==> src/rtl/irq_pkg.sv <==
package irq_pkg;
  localparam int unsigned NGRP  = 6;
  localparam int unsigned GSZ   = 3;
  localparam int unsigned NSRC  = NGRP * GSZ;
  localparam int unsigned LVL_W = 2;
  localparam int unsigned NEST  = 4;
  localparam int unsigned VEC_W = $clog2(NSRC);
  localparam int unsigned MEM_W = $clog2(GSZ);
endpackage

==> src/rtl/irq_edge_latch.sv <==
module irq_edge_latch #(
  parameter int unsigned N = 18
) (
  input  logic         clk,
  input  logic         rst_n,
  input  logic [N-1:0] req_i,
  input  logic [N-1:0] clr_i,
  output logic [N-1:0] pend_o
);
  logic [N-1:0] req_q, pend_q, pend_d, rise;
  logic         upd_en;

  assign rise = req_i & ~req_q;

  always_comb begin
    upd_en = |(rise | clr_i);
    pend_d = (pend_q & ~clr_i) | rise;
  end

  always_ff @(posedge clk or negedge rst_n) begin
    if (!rst_n) begin
      req_q  <= '0;
      pend_q <= '0;
    end else begin
      req_q <= req_i;
      if (upd_en) pend_q <= pend_d;
    end
  end

  assign pend_o = pend_q;

  // a rising edge leaves the bit pending in the next cycle
  a_r2_rise_sets: assert property (@(posedge clk) disable iff (!rst_n)
    (|rise) |=> ((pend_q & $past(rise)) == $past(rise)));

  // a clear without a coincident edge empties the bit
  a_r3_clear_takes: assert property (@(posedge clk) disable iff (!rst_n)
    (|(clr_i & ~rise)) |=> ((pend_q & $past(clr_i & ~rise)) == '0));
endmodule

==> src/rtl/irq_group_pick.sv <==
module irq_group_pick #(
  parameter int unsigned GSZ = 3,
  parameter int unsigned MW  = 2
) (
  input  logic [GSZ-1:0] live_i,
  output logic           hit_o,
  output logic [MW-1:0]  mem_o
);
  always_comb begin
    hit_o = 1'b0;
    mem_o = '0;
    for (int m = GSZ - 1; m >= 0; m--) begin
      if (live_i[m]) begin
        hit_o = 1'b1;
        mem_o = MW'(m);
      end
    end
  end
endmodule

==> src/rtl/irq_level_arb.sv <==
module irq_level_arb #(
  parameter int unsigned NG    = 6,
  parameter int unsigned MW    = 2,
  parameter int unsigned LW    = 2,
  parameter int unsigned VW    = 5
) (
  input  logic [NG-1:0]    hit_i,
  input  logic [NG*MW-1:0] mem_i,
  input  logic [NG*LW-1:0] lvl_i,
  output logic             found_o,
  output logic [LW-1:0]    lvl_o,
  output logic [VW-1:0]    vec_o
);
  always_comb begin
    found_o = 1'b0;
    lvl_o   = '0;
    vec_o   = '0;
    for (int g = 0; g < NG; g++) begin
      if (hit_i[g] && (!found_o || (lvl_i[g*LW +: LW] > lvl_o))) begin
        found_o = 1'b1;
        lvl_o   = lvl_i[g*LW +: LW];
        vec_o   = VW'(g + NG * int'(mem_i[g*MW +: MW]));
      end
    end
  end
endmodule

==> src/rtl/irq_nest_stack.sv <==
module irq_nest_stack #(
  parameter int unsigned DEPTH = 4,
  parameter int unsigned LW    = 2
) (
  input  logic          clk,
  input  logic          rst_n,
  input  logic          push_i,
  input  logic          pop_i,
  input  logic [LW-1:0] lvl_i,
  output logic          empty_o,
  output logic [LW-1:0] top_o
);
  localparam int unsigned CW = $clog2(DEPTH + 1);
  localparam int unsigned IW = $clog2(DEPTH);

  logic [LW-1:0] lvl_q [DEPTH];
  logic [LW-1:0] lvl_d [DEPTH];
  logic [CW-1:0] cnt_q, cnt_d, cnt_m1;
  logic          do_pop, cnt_en;

  assign cnt_m1 = cnt_q - CW'(1);
  assign do_pop = pop_i && !push_i && (cnt_q != '0);

  always_comb begin
    lvl_d  = lvl_q;
    cnt_d  = cnt_q;
    cnt_en = push_i || do_pop;
    if (push_i) begin
      lvl_d[cnt_q[IW-1:0]] = lvl_i;
      cnt_d = cnt_q + CW'(1);
    end else if (do_pop) begin
      cnt_d = cnt_m1;
    end
  end

  always_ff @(posedge clk or negedge rst_n) begin
    if (!rst_n) begin
      cnt_q <= '0;
      for (int i = 0; i < DEPTH; i++) lvl_q[i] <= '0;
    end else if (cnt_en) begin
      cnt_q <= cnt_d;
      lvl_q <= lvl_d;
    end
  end

  assign empty_o = (cnt_q == '0);
  assign top_o   = lvl_q[cnt_m1[IW-1:0]];

  // never pushed beyond the stack depth
  a_r8_no_overflow: assert property (@(posedge clk) disable iff (!rst_n)
    push_i |-> (cnt_q < CW'(DEPTH)));

  // each nested level lies strictly above the one below it
  a_r8_rising_push: assert property (@(posedge clk) disable iff (!rst_n)
    (push_i && cnt_q != '0) |-> (lvl_i > top_o));

  // a lone end-of-interrupt removes exactly one level
  a_r9_pop_step: assert property (@(posedge clk) disable iff (!rst_n)
    (pop_i && !push_i && cnt_q != '0) |=> (cnt_q == $past(cnt_q) - CW'(1)));
endmodule

==> src/rtl/irq_grouped_ctrl.sv <==
module irq_grouped_ctrl
  import irq_pkg::*;
#(
  parameter int unsigned NUM_GRP    = NGRP,
  parameter int unsigned GRP_SZ     = GSZ,
  parameter int unsigned LVL_BITS   = LVL_W,
  parameter int unsigned NEST_DEPTH = NEST,
  parameter logic [NUM_GRP*GRP_SZ-1:0] WAKE_SRC_MASK = (NUM_GRP*GRP_SZ)'(7)
) (
  input  logic                                clk,
  input  logic                                rst_n,
  input  logic [NUM_GRP*GRP_SZ-1:0]           req_i,
  input  logic [NUM_GRP*GRP_SZ-1:0]           src_en_i,
  input  logic                                glb_en_i,
  input  logic [NUM_GRP*LVL_BITS-1:0]         grp_level_i,
  input  logic                                sleep_i,
  input  logic                                irq_ack_i,
  input  logic                                irq_eoi_i,
  output logic                                irq_valid_o,
  output logic [$clog2(NUM_GRP*GRP_SZ)-1:0]   irq_vec_o,
  output logic [LVL_BITS-1:0]                 irq_level_o,
  output logic                                wake_o
);
  localparam int unsigned NS = NUM_GRP * GRP_SZ;
  localparam int unsigned VW = $clog2(NS);
  localparam int unsigned MW = $clog2(GRP_SZ);

  // reset: asserted asynchronously, released on a clock edge
  logic [1:0] rst_sync_q;
  logic       rst_int_n;

  always_ff @(posedge clk or negedge rst_n) begin
    if (!rst_n) rst_sync_q <= '0;
    else        rst_sync_q <= {rst_sync_q[0], 1'b1};
  end
  assign rst_int_n = rst_sync_q[1];

  logic [NS-1:0]         pend, live, clr;
  logic [NUM_GRP-1:0]    grp_hit;
  logic [NUM_GRP*MW-1:0] grp_mem;
  logic                  found, stk_empty, push, pop;
  logic [LVL_BITS-1:0]   best_lvl, stk_top;
  logic [VW-1:0]         best_vec;

  irq_edge_latch #(.N(NS)) u_latch (
    .clk    (clk),
    .rst_n  (rst_int_n),
    .req_i  (req_i),
    .clr_i  (clr),
    .pend_o (pend)
  );

  assign live = pend & src_en_i;

  for (genvar g = 0; g < NUM_GRP; g++) begin : g_grp
    logic [GRP_SZ-1:0] live_g;
    for (genvar m = 0; m < GRP_SZ; m++) begin : g_mem
      assign live_g[m] = live[g + NUM_GRP*m];
    end
    irq_group_pick #(.GSZ(GRP_SZ), .MW(MW)) u_pick (
      .live_i (live_g),
      .hit_o  (grp_hit[g]),
      .mem_o  (grp_mem[g*MW +: MW])
    );
  end

  irq_level_arb #(.NG(NUM_GRP), .MW(MW), .LW(LVL_BITS), .VW(VW)) u_arb (
    .hit_i   (grp_hit),
    .mem_i   (grp_mem),
    .lvl_i   (grp_level_i),
    .found_o (found),
    .lvl_o   (best_lvl),
    .vec_o   (best_vec)
  );

  irq_nest_stack #(.DEPTH(NEST_DEPTH), .LW(LVL_BITS)) u_stack (
    .clk     (clk),
    .rst_n   (rst_int_n),
    .push_i  (push),
    .pop_i   (pop),
    .lvl_i   (best_lvl),
    .empty_o (stk_empty),
    .top_o   (stk_top)
  );

  always_comb begin
    irq_valid_o = glb_en_i && found && (stk_empty || (best_lvl > stk_top));
    irq_vec_o   = best_vec;
    irq_level_o = best_lvl;
    push        = irq_ack_i && irq_valid_o;
    pop         = irq_eoi_i;
    clr         = push ? (NS'(1) << best_vec) : '0;
    wake_o      = sleep_i && (|(live & WAKE_SRC_MASK));
  end

  // nothing is offered while the global enable is low
  a_r7_glb_gate: assert property (@(posedge clk) disable iff (!rst_int_n)
    !glb_en_i |-> !irq_valid_o);

  // an offered index names a real source
  a_r4_vec_range: assert property (@(posedge clk) disable iff (!rst_int_n)
    irq_valid_o |-> (int'(irq_vec_o) < NS));

  // the offered source is pending and enabled
  a_r5_winner_live: assert property (@(posedge clk) disable iff (!rst_int_n)
    irq_valid_o |-> live[irq_vec_o]);

  // no wake request outside sleep
  a_r10_wake_sleep: assert property (@(posedge clk) disable iff (!rst_int_n)
    wake_o |-> sleep_i);
endmodule

==> config.mk <==
export PLATFORM = sky130hd
export DESIGN_NAME = irq_grouped_ctrl
export DESIGN_NICKNAME = d
export VERILOG_FILES = /design/src/rtl/irq_pkg.sv /design/src/rtl/irq_edge_latch.sv /design/src/rtl/irq_group_pick.sv /design/src/rtl/irq_level_arb.sv /design/src/rtl/irq_nest_stack.sv /design/src/rtl/irq_grouped_ctrl.sv
export SDC_FILE = /design/constraint.sdc
export NUM_CORES = 1
export LEC_CHECK = 0
export ABC_AREA = 1
export BUFFER_PORTS_ARGS = -buffer_cell sky130_fd_sc_hd__buf_2
export CORE_ASPECT_RATIO = 1.5
export CORE_MARGIN = 10
export CORE_UTILIZATION = 60
export CTS_CLUSTER_SIZE = 28
export DETAILED_ROUTE_END_ITERATION = 7
export PLACE_DENSITY = 0.85
export SLEW_MARGIN = 25
export SYNTH_ARGS = -nofsm -noshare
export SYNTH_HDL_FRONTEND = slang
export SYNTH_HIERARCHICAL = 1
export SYNTH_SLANG_ARGS = --single-unit
==> constraint.sdc <==
create_clock -name clk -period 18.6 [get_ports clk]
set_input_delay 3.72 -clock clk [delete_from_list [all_inputs] [get_ports clk]]
set_output_delay 3.72 -clock clk [all_outputs]
set_load 0.005 [all_outputs]
==> summary.txt, run 1 <==
Mapped Cells -> 533
fraction of the yosys area taken by sequential cells -> 0.344
CP endpoint kind -> output pin
number of gates resized after CTS -> 0
buffers inserted during post-CTS setup optimization -> 0
htree depth -> 2
slew of the pin with the lowest slew margin -> 906 ps
relative slew slack -> 0.390
flip-flop and latch count after synthesis -> 49
run status -> completed
Mapped Nets -> 617
initial cell density of the core -> 0.617
worst stage delay on the critical path -> 320 ps
number of antenna violations at the first check in global routing -> 0
vias after detailed routing -> 3,277
drt total wl -> 8000 um
Worst R2R Setup Slack -> 10,840 ps
post-layout min period -> 14,150 ps
count of flip-flops with a built-in enable after synthesis -> 0
final antenna diode count -> 0
Setup Viol. Count Final -> 0
number of buffers inserted for hold repair after clock tree synthesis -> 0
detailed-routing iteration count for the pre-antenna-repair pass -> 4
final global-route overflow total -> 0
x dimension of the die -> 83.0 um
Yosys warning count -> 6
RR Startpoint -> u_latch/pend_o[0]
clk sinks -> 49
netlist area before placement -> 3570 um^2
CTS clk-pin slew, worst paths -> 90 ps
RD Place Congestion -> 0.865
CTS Buf Count -> 5
die span in y -> 114 um
Die Footprint -> 9490 um^2
routed wire length per instance -> 11.9 um
library cell with the largest summed area after synthesis -> sky130_fd_sc_hd__dfrtp_1
final hold slack -> 330 ps
clk_lat worst skew -> 300 ps
setup_tns -> 0 ps
share of cells above drive strength 1 -> 0.196
largest net degree at the start of global routing -> 48
startpoint types -> primary input
maximum achievable frequency -> 70.7 MHz
Area contributors post-synth -> sky130_fd_sc_hd__dfrtp_1, sky130_fd_sc_hd__nand2_1, sky130_fd_sc_hd__inv_1, sky130_fd_sc_hd__ha_1, sky130_fd_sc_hd__nor2_1
First DRT Iteration DRCs -> 114
number of design rule violations left after detail routing -> 0
mean number of vias per cell -> 4.89
CTS tree -> built
cell at the root of the clock tree -> sky130_fd_sc_hd__clkbuf_8
proportion of netlist area held by the largest area contributor -> 0.344
data arrival time of the worst path -> 10,430 ps
num ports -> 63
standard-cell rows -> 34
combined global-route utilization of all metal layers -> 0.165
final slew viol count -> 0
Layout area overhead -> 13.5%
Mapped Avg Cell Area -> 6.69 um^2
number of cells traversed by the worst register-to-register path -> 59
slowest stage cell on the critical path -> sky130_fd_sc_hd__ha_1
final worst path period share -> 0.761
number of global-route vias before repair -> 3,317
Min-Delay Path Class -> flop to async pin
cell type with the highest occurrence count on the critical path -> sky130_fd_sc_hd__nand2_1
CP max FO -> 11
Bufs on Longest Clock Path -> 2
worst path required time -> 14,880 ps
share of async-settable or async-resettable flops after synthesis -> 1.00
reported max-cap violation count -> 0
hold violation count in the final report -> 0
post-DP HPWL -> 6690 um
Detail Route Antenna Nets -> 0
net count reported at finish -> 681
wire length of the first global-routing pass -> 13,400 um
number of different library cells in the post-synthesis netlist -> 32
RSZ-0062 raised after global routing -> no
type of the worst setup path -> primary input to output pin
capture instance of the worst register-to-register path -> u_stack/lvl_q[6]
count of buffers inserted at the top-level ports -> 62
Clock Skews -> 8.42 ps
main flop type after synthesis -> sky130_fd_sc_hd__dfrtp_1
Core Region -> 5790 um^2
[per-layer routing]
metal	track usage	vias up	wire length, um
li1	-	1700	-
met1	0.161	1512	3180
met2	0.335	52	4440
met3	0.0271	13	254
met4	0.0604	0	132
met5	0	-	0
[sequential cells by signal, indices dropped and copies added, names as in the netlist]
signal	flops
u_latch/pend_o	18
u_stack/lvl_q	8
u_stack/cnt_q	3
u_latch/req_q	18
rst_sync_q	2
[critical path, delay by kind of cell]
kind	cells	cell delay [ps]
AND/OR/NAND/NOR	33	3200
adder cells (fa/ha/maj)	6	1760
buffers and inverters	11	1010
AO/OA/AOI/OAI	6	730
[cell families (layout without fill, tap and decap cells)]
kind of cell	Yosys count	count (layout)	share of synthesized area
XOR/XNOR	3	3	0.00947
buffers and inverters	132	197	0.147
other	1	1	0.00105
AO/OA/AOI/OAI	33	33	0.0495
flip-flops	49	49	0.344
adder cells (fa/ha/maj)	30	30	0.105
AND/OR/NAND/NOR	285	285	0.344
[stage by stage]
stage / setup slack (ps) / area, um^2 / std cells / util
floorplan: 5570 / 3570 / 533 / -
global placement: 4910 / 3930 / 662 / 0.678
detailed placement: 4530 / 3930 / 662 / 0.678
CTS: 4480 / 4050 / 670 / 0.699
global route: 3650 / 4050 / 670 / 0.700
finish: 4450 / 4050 / 670 / 0.700
[Yosys cell counts, types with 2 or more instances]
library cell,number
sky130_fd_sc_hd__buf_2,2
sky130_fd_sc_hd__a21oi_1,6
sky130_fd_sc_hd__or2_2,2
sky130_fd_sc_hd__nor2_1,43
sky130_fd_sc_hd__or2_1,2
sky130_fd_sc_hd__nor3_2,3
sky130_fd_sc_hd__inv_1,111
sky130_fd_sc_hd__nand3_1,28
sky130_fd_sc_hd__xnor2_1,2
sky130_fd_sc_hd__o22ai_1,2
sky130_fd_sc_hd__ha_1,30
sky130_fd_sc_hd__nand2_2,12
sky130_fd_sc_hd__and2_1,2
sky130_fd_sc_hd__buf_6,3
sky130_fd_sc_hd__nor3_1,5
sky130_fd_sc_hd__dfrtp_1,49
sky130_fd_sc_hd__inv_2,15
sky130_fd_sc_hd__o21ai_0,18
sky130_fd_sc_hd__nor2_2,6
sky130_fd_sc_hd__o21ai_1,4
sky130_fd_sc_hd__nand2_1,177
[area by class of cell]
| class | instances | area, um^2 |
|---|---|---|
| clock buffer | 6 | 82.6 |
| clock inverter | 2 | 37.5 |
| fill | 516 | 1740 |
| inverter | 127 | 482 |
| multi-input combinational | 352 | 1820 |
| sequential | 49 | 1230 |
| tap | 72 | 90.1 |
| timing repair buffer | 62 | 310 |
[layout by cell type (no fill, tap or decap), drive strengths merged]
master,count
clkinv,1
or2,5
o21ai,23
bufinv,1
a21oi,6
o22ai,2
nand2,190
and2,2
o31ai,1
clkbuf,6
conb,1
dfrtp,49
xnor2,2
nor3,8
nand3,30
buf,62
ha,30
xor2,1
inv,126
o21bai,1
or3,1
nor2,49
clkinvlp,1
[worst max path at each step]
stage,from,endpoint
floorplan,src_en_i[0],irq_valid_o
global placement,src_en_i[0],irq_valid_o
detailed placement,src_en_i[0],irq_valid_o
CTS,src_en_i[0],irq_valid_o
global route,src_en_i[0],irq_valid_o
finish,src_en_i[0],irq_valid_o
Power of run 1 is left out: the tool's default activity adds up to more than one toggle a clock period on the data nets, which glitch-free logic cannot reach.
==> inputs of run 2 (changes only) <==
- CORE_UTILIZATION: 60 -> 57
- PLACE_DENSITY: 0.85 -> 0.81
- clock period: 18.6 -> 14.1 ns (I/O delays scaled with it)
==> summary.txt, run 2 (synthesized netlist as in run 1, its figures left out) <==
layer with the highest usage after global routing -> met2
final global-route overflow total -> 0
Bufs on Longest Clock Path -> 2
die span in y -> 117 um
run status -> completed
num ports -> 63
number of antenna violations at the first check in global routing -> 0
startpoint types -> primary input
initial cell density of the core -> 0.582
share of cells above drive strength 1 -> 0.194
worst path required time -> 11,280 ps
Layout area overhead -> 12.5%
cell at the root of the clock tree -> sky130_fd_sc_hd__clkbuf_8
Design Area, Final -> 4010 um^2
buffers inserted during post-CTS setup optimization -> 0
count of buffers inserted at the top-level ports -> 62
Die Footprint -> 9890 um^2
cell area reported after detailed placement -> 3930 um^2
setup_tns -> 0 ps
data arrival time of the worst path -> 9430 ps
CP endpoint kind -> output pin
drt total wl -> 7840 um
worst stage delay on the critical path -> 320 ps
Detail Route Antenna Nets -> 0
detailed-routing iteration count for the pre-antenna-repair pass -> 4
CP max FO -> 11
vias after detailed routing -> 3,228
combined global-route utilization of all metal layers -> 0.158
clk sinks -> 49
met2 track utilization from global routing -> 0.322
htree depth -> 2
maximum achievable frequency -> 81.6 MHz
First DRT Iteration DRCs -> 94
reported max-cap violation count -> 0
most common cell after layout, fill and taps aside -> sky130_fd_sc_hd__nand2_1
Setup Viol. Count Final -> 0
x dimension of the die -> 84.6 um
mean number of vias per cell -> 4.80
number of global-route vias before repair -> 3,262
clk_lat worst skew -> 290 ps
leading cell types in the layout, fill and taps excluded -> sky130_fd_sc_hd__nand2_1, sky130_fd_sc_hd__inv_1, sky130_fd_sc_hd__buf_2, sky130_fd_sc_hd__dfrtp_1, sky130_fd_sc_hd__nor2_1
CTS Buf Count -> 5
routed wire length per instance -> 11.7 um
Clock Skews -> 7.48 ps
cell type with the highest occurrence count on the critical path -> sky130_fd_sc_hd__nand2_1
CTS tree -> built
final antenna diode count -> 0
relative slew slack -> 0.431
RSZ-0062 raised after global routing -> no
Min-Delay Path Class -> flop to async pin
net count reported at finish -> 681
final hold slack -> 342 ps
largest net degree at the start of global routing -> 48
met3 Resource Use GR -> 0.0291
hold violation count in the final report -> 0
cell family with most CP delay -> simple AND/OR/NAND/NOR gates
wire length of the first global-routing pass -> 13,300 um
slew of the pin with the lowest slew margin -> 845 ps
number of gates resized after CTS -> 0
type of the worst setup path -> primary input to output pin
post-DP HPWL -> 6660 um
standard-cell rows -> 35
RD Place Congestion -> 0.900
post-layout min period -> 12,250 ps
count of buffering cells on the critical path with inverters included -> 11
slowest stage cell on the critical path -> sky130_fd_sc_hd__ha_1
met1 Resource Use GR -> 0.152
final worst path period share -> 0.869
CTS clk-pin slew, worst paths -> 90 ps
final slew viol count -> 0
Core Region -> 6130 um^2
number of design rule violations left after detail routing -> 0
final design utilization -> 0.654
number of fillers in the final layout -> 551
number of buffers inserted for hold repair after clock tree synthesis -> 0
-- run 2: cell type report --
cell class	count	area (um^2)	share of cell area
clock buffers	6	72.6	0.0181
clock inverters	2	10.0	0.00249
inverters	127	482	0.120
multi-input cells	352	1820	0.452
flip-flops and latches	49	1230	0.307
well taps	74	92.6	0.0231
repair buffers	62	310	0.0773
-- run 2: stage by stage --
| step | std cells | setup WS, ps |
|---|---|---|
| after detailed placement | 664 | 1840 |
| after global routing | 672 | 852 |
| after floorplan | 533 | 2870 |
| after CTS | 672 | 1840 |
| final | 672 | 1850 |
| after global placement | 664 | 2200 |
-- run 2: worst paths after layout --
| path | cells past startpoint | end | slack (ps) | from |
|---|---|---|---|---|
| max | 56 | irq_valid_o | 1850 | src_en_i[0] |
| min | 0 | u_latch/pend_o[1] | 340 | rst_sync_q[1] |
| max reg2reg | 61 | u_stack/cnt_q[2] | 6470 | u_latch/pend_o[0] |
| min reg2reg | 0 | u_latch/pend_o[1] | 340 | rst_sync_q[1] |
| max in group asynchronous | 1 | rst_sync_q[1] | 11700 | rst_n |
| min in group clk | 0 | rst_sync_q[1] | 350 | rst_sync_q[0] |
-- run 2: routing by layer --
metal / share of wire / vias up
li1: - / 1706
met5: 0 / -
met1: 0.38 / 1453
met4: 0.020 / 0
met3: 0.041 / 13
met2: 0.56 / 56
Power of run 2 is left out for the same reason.
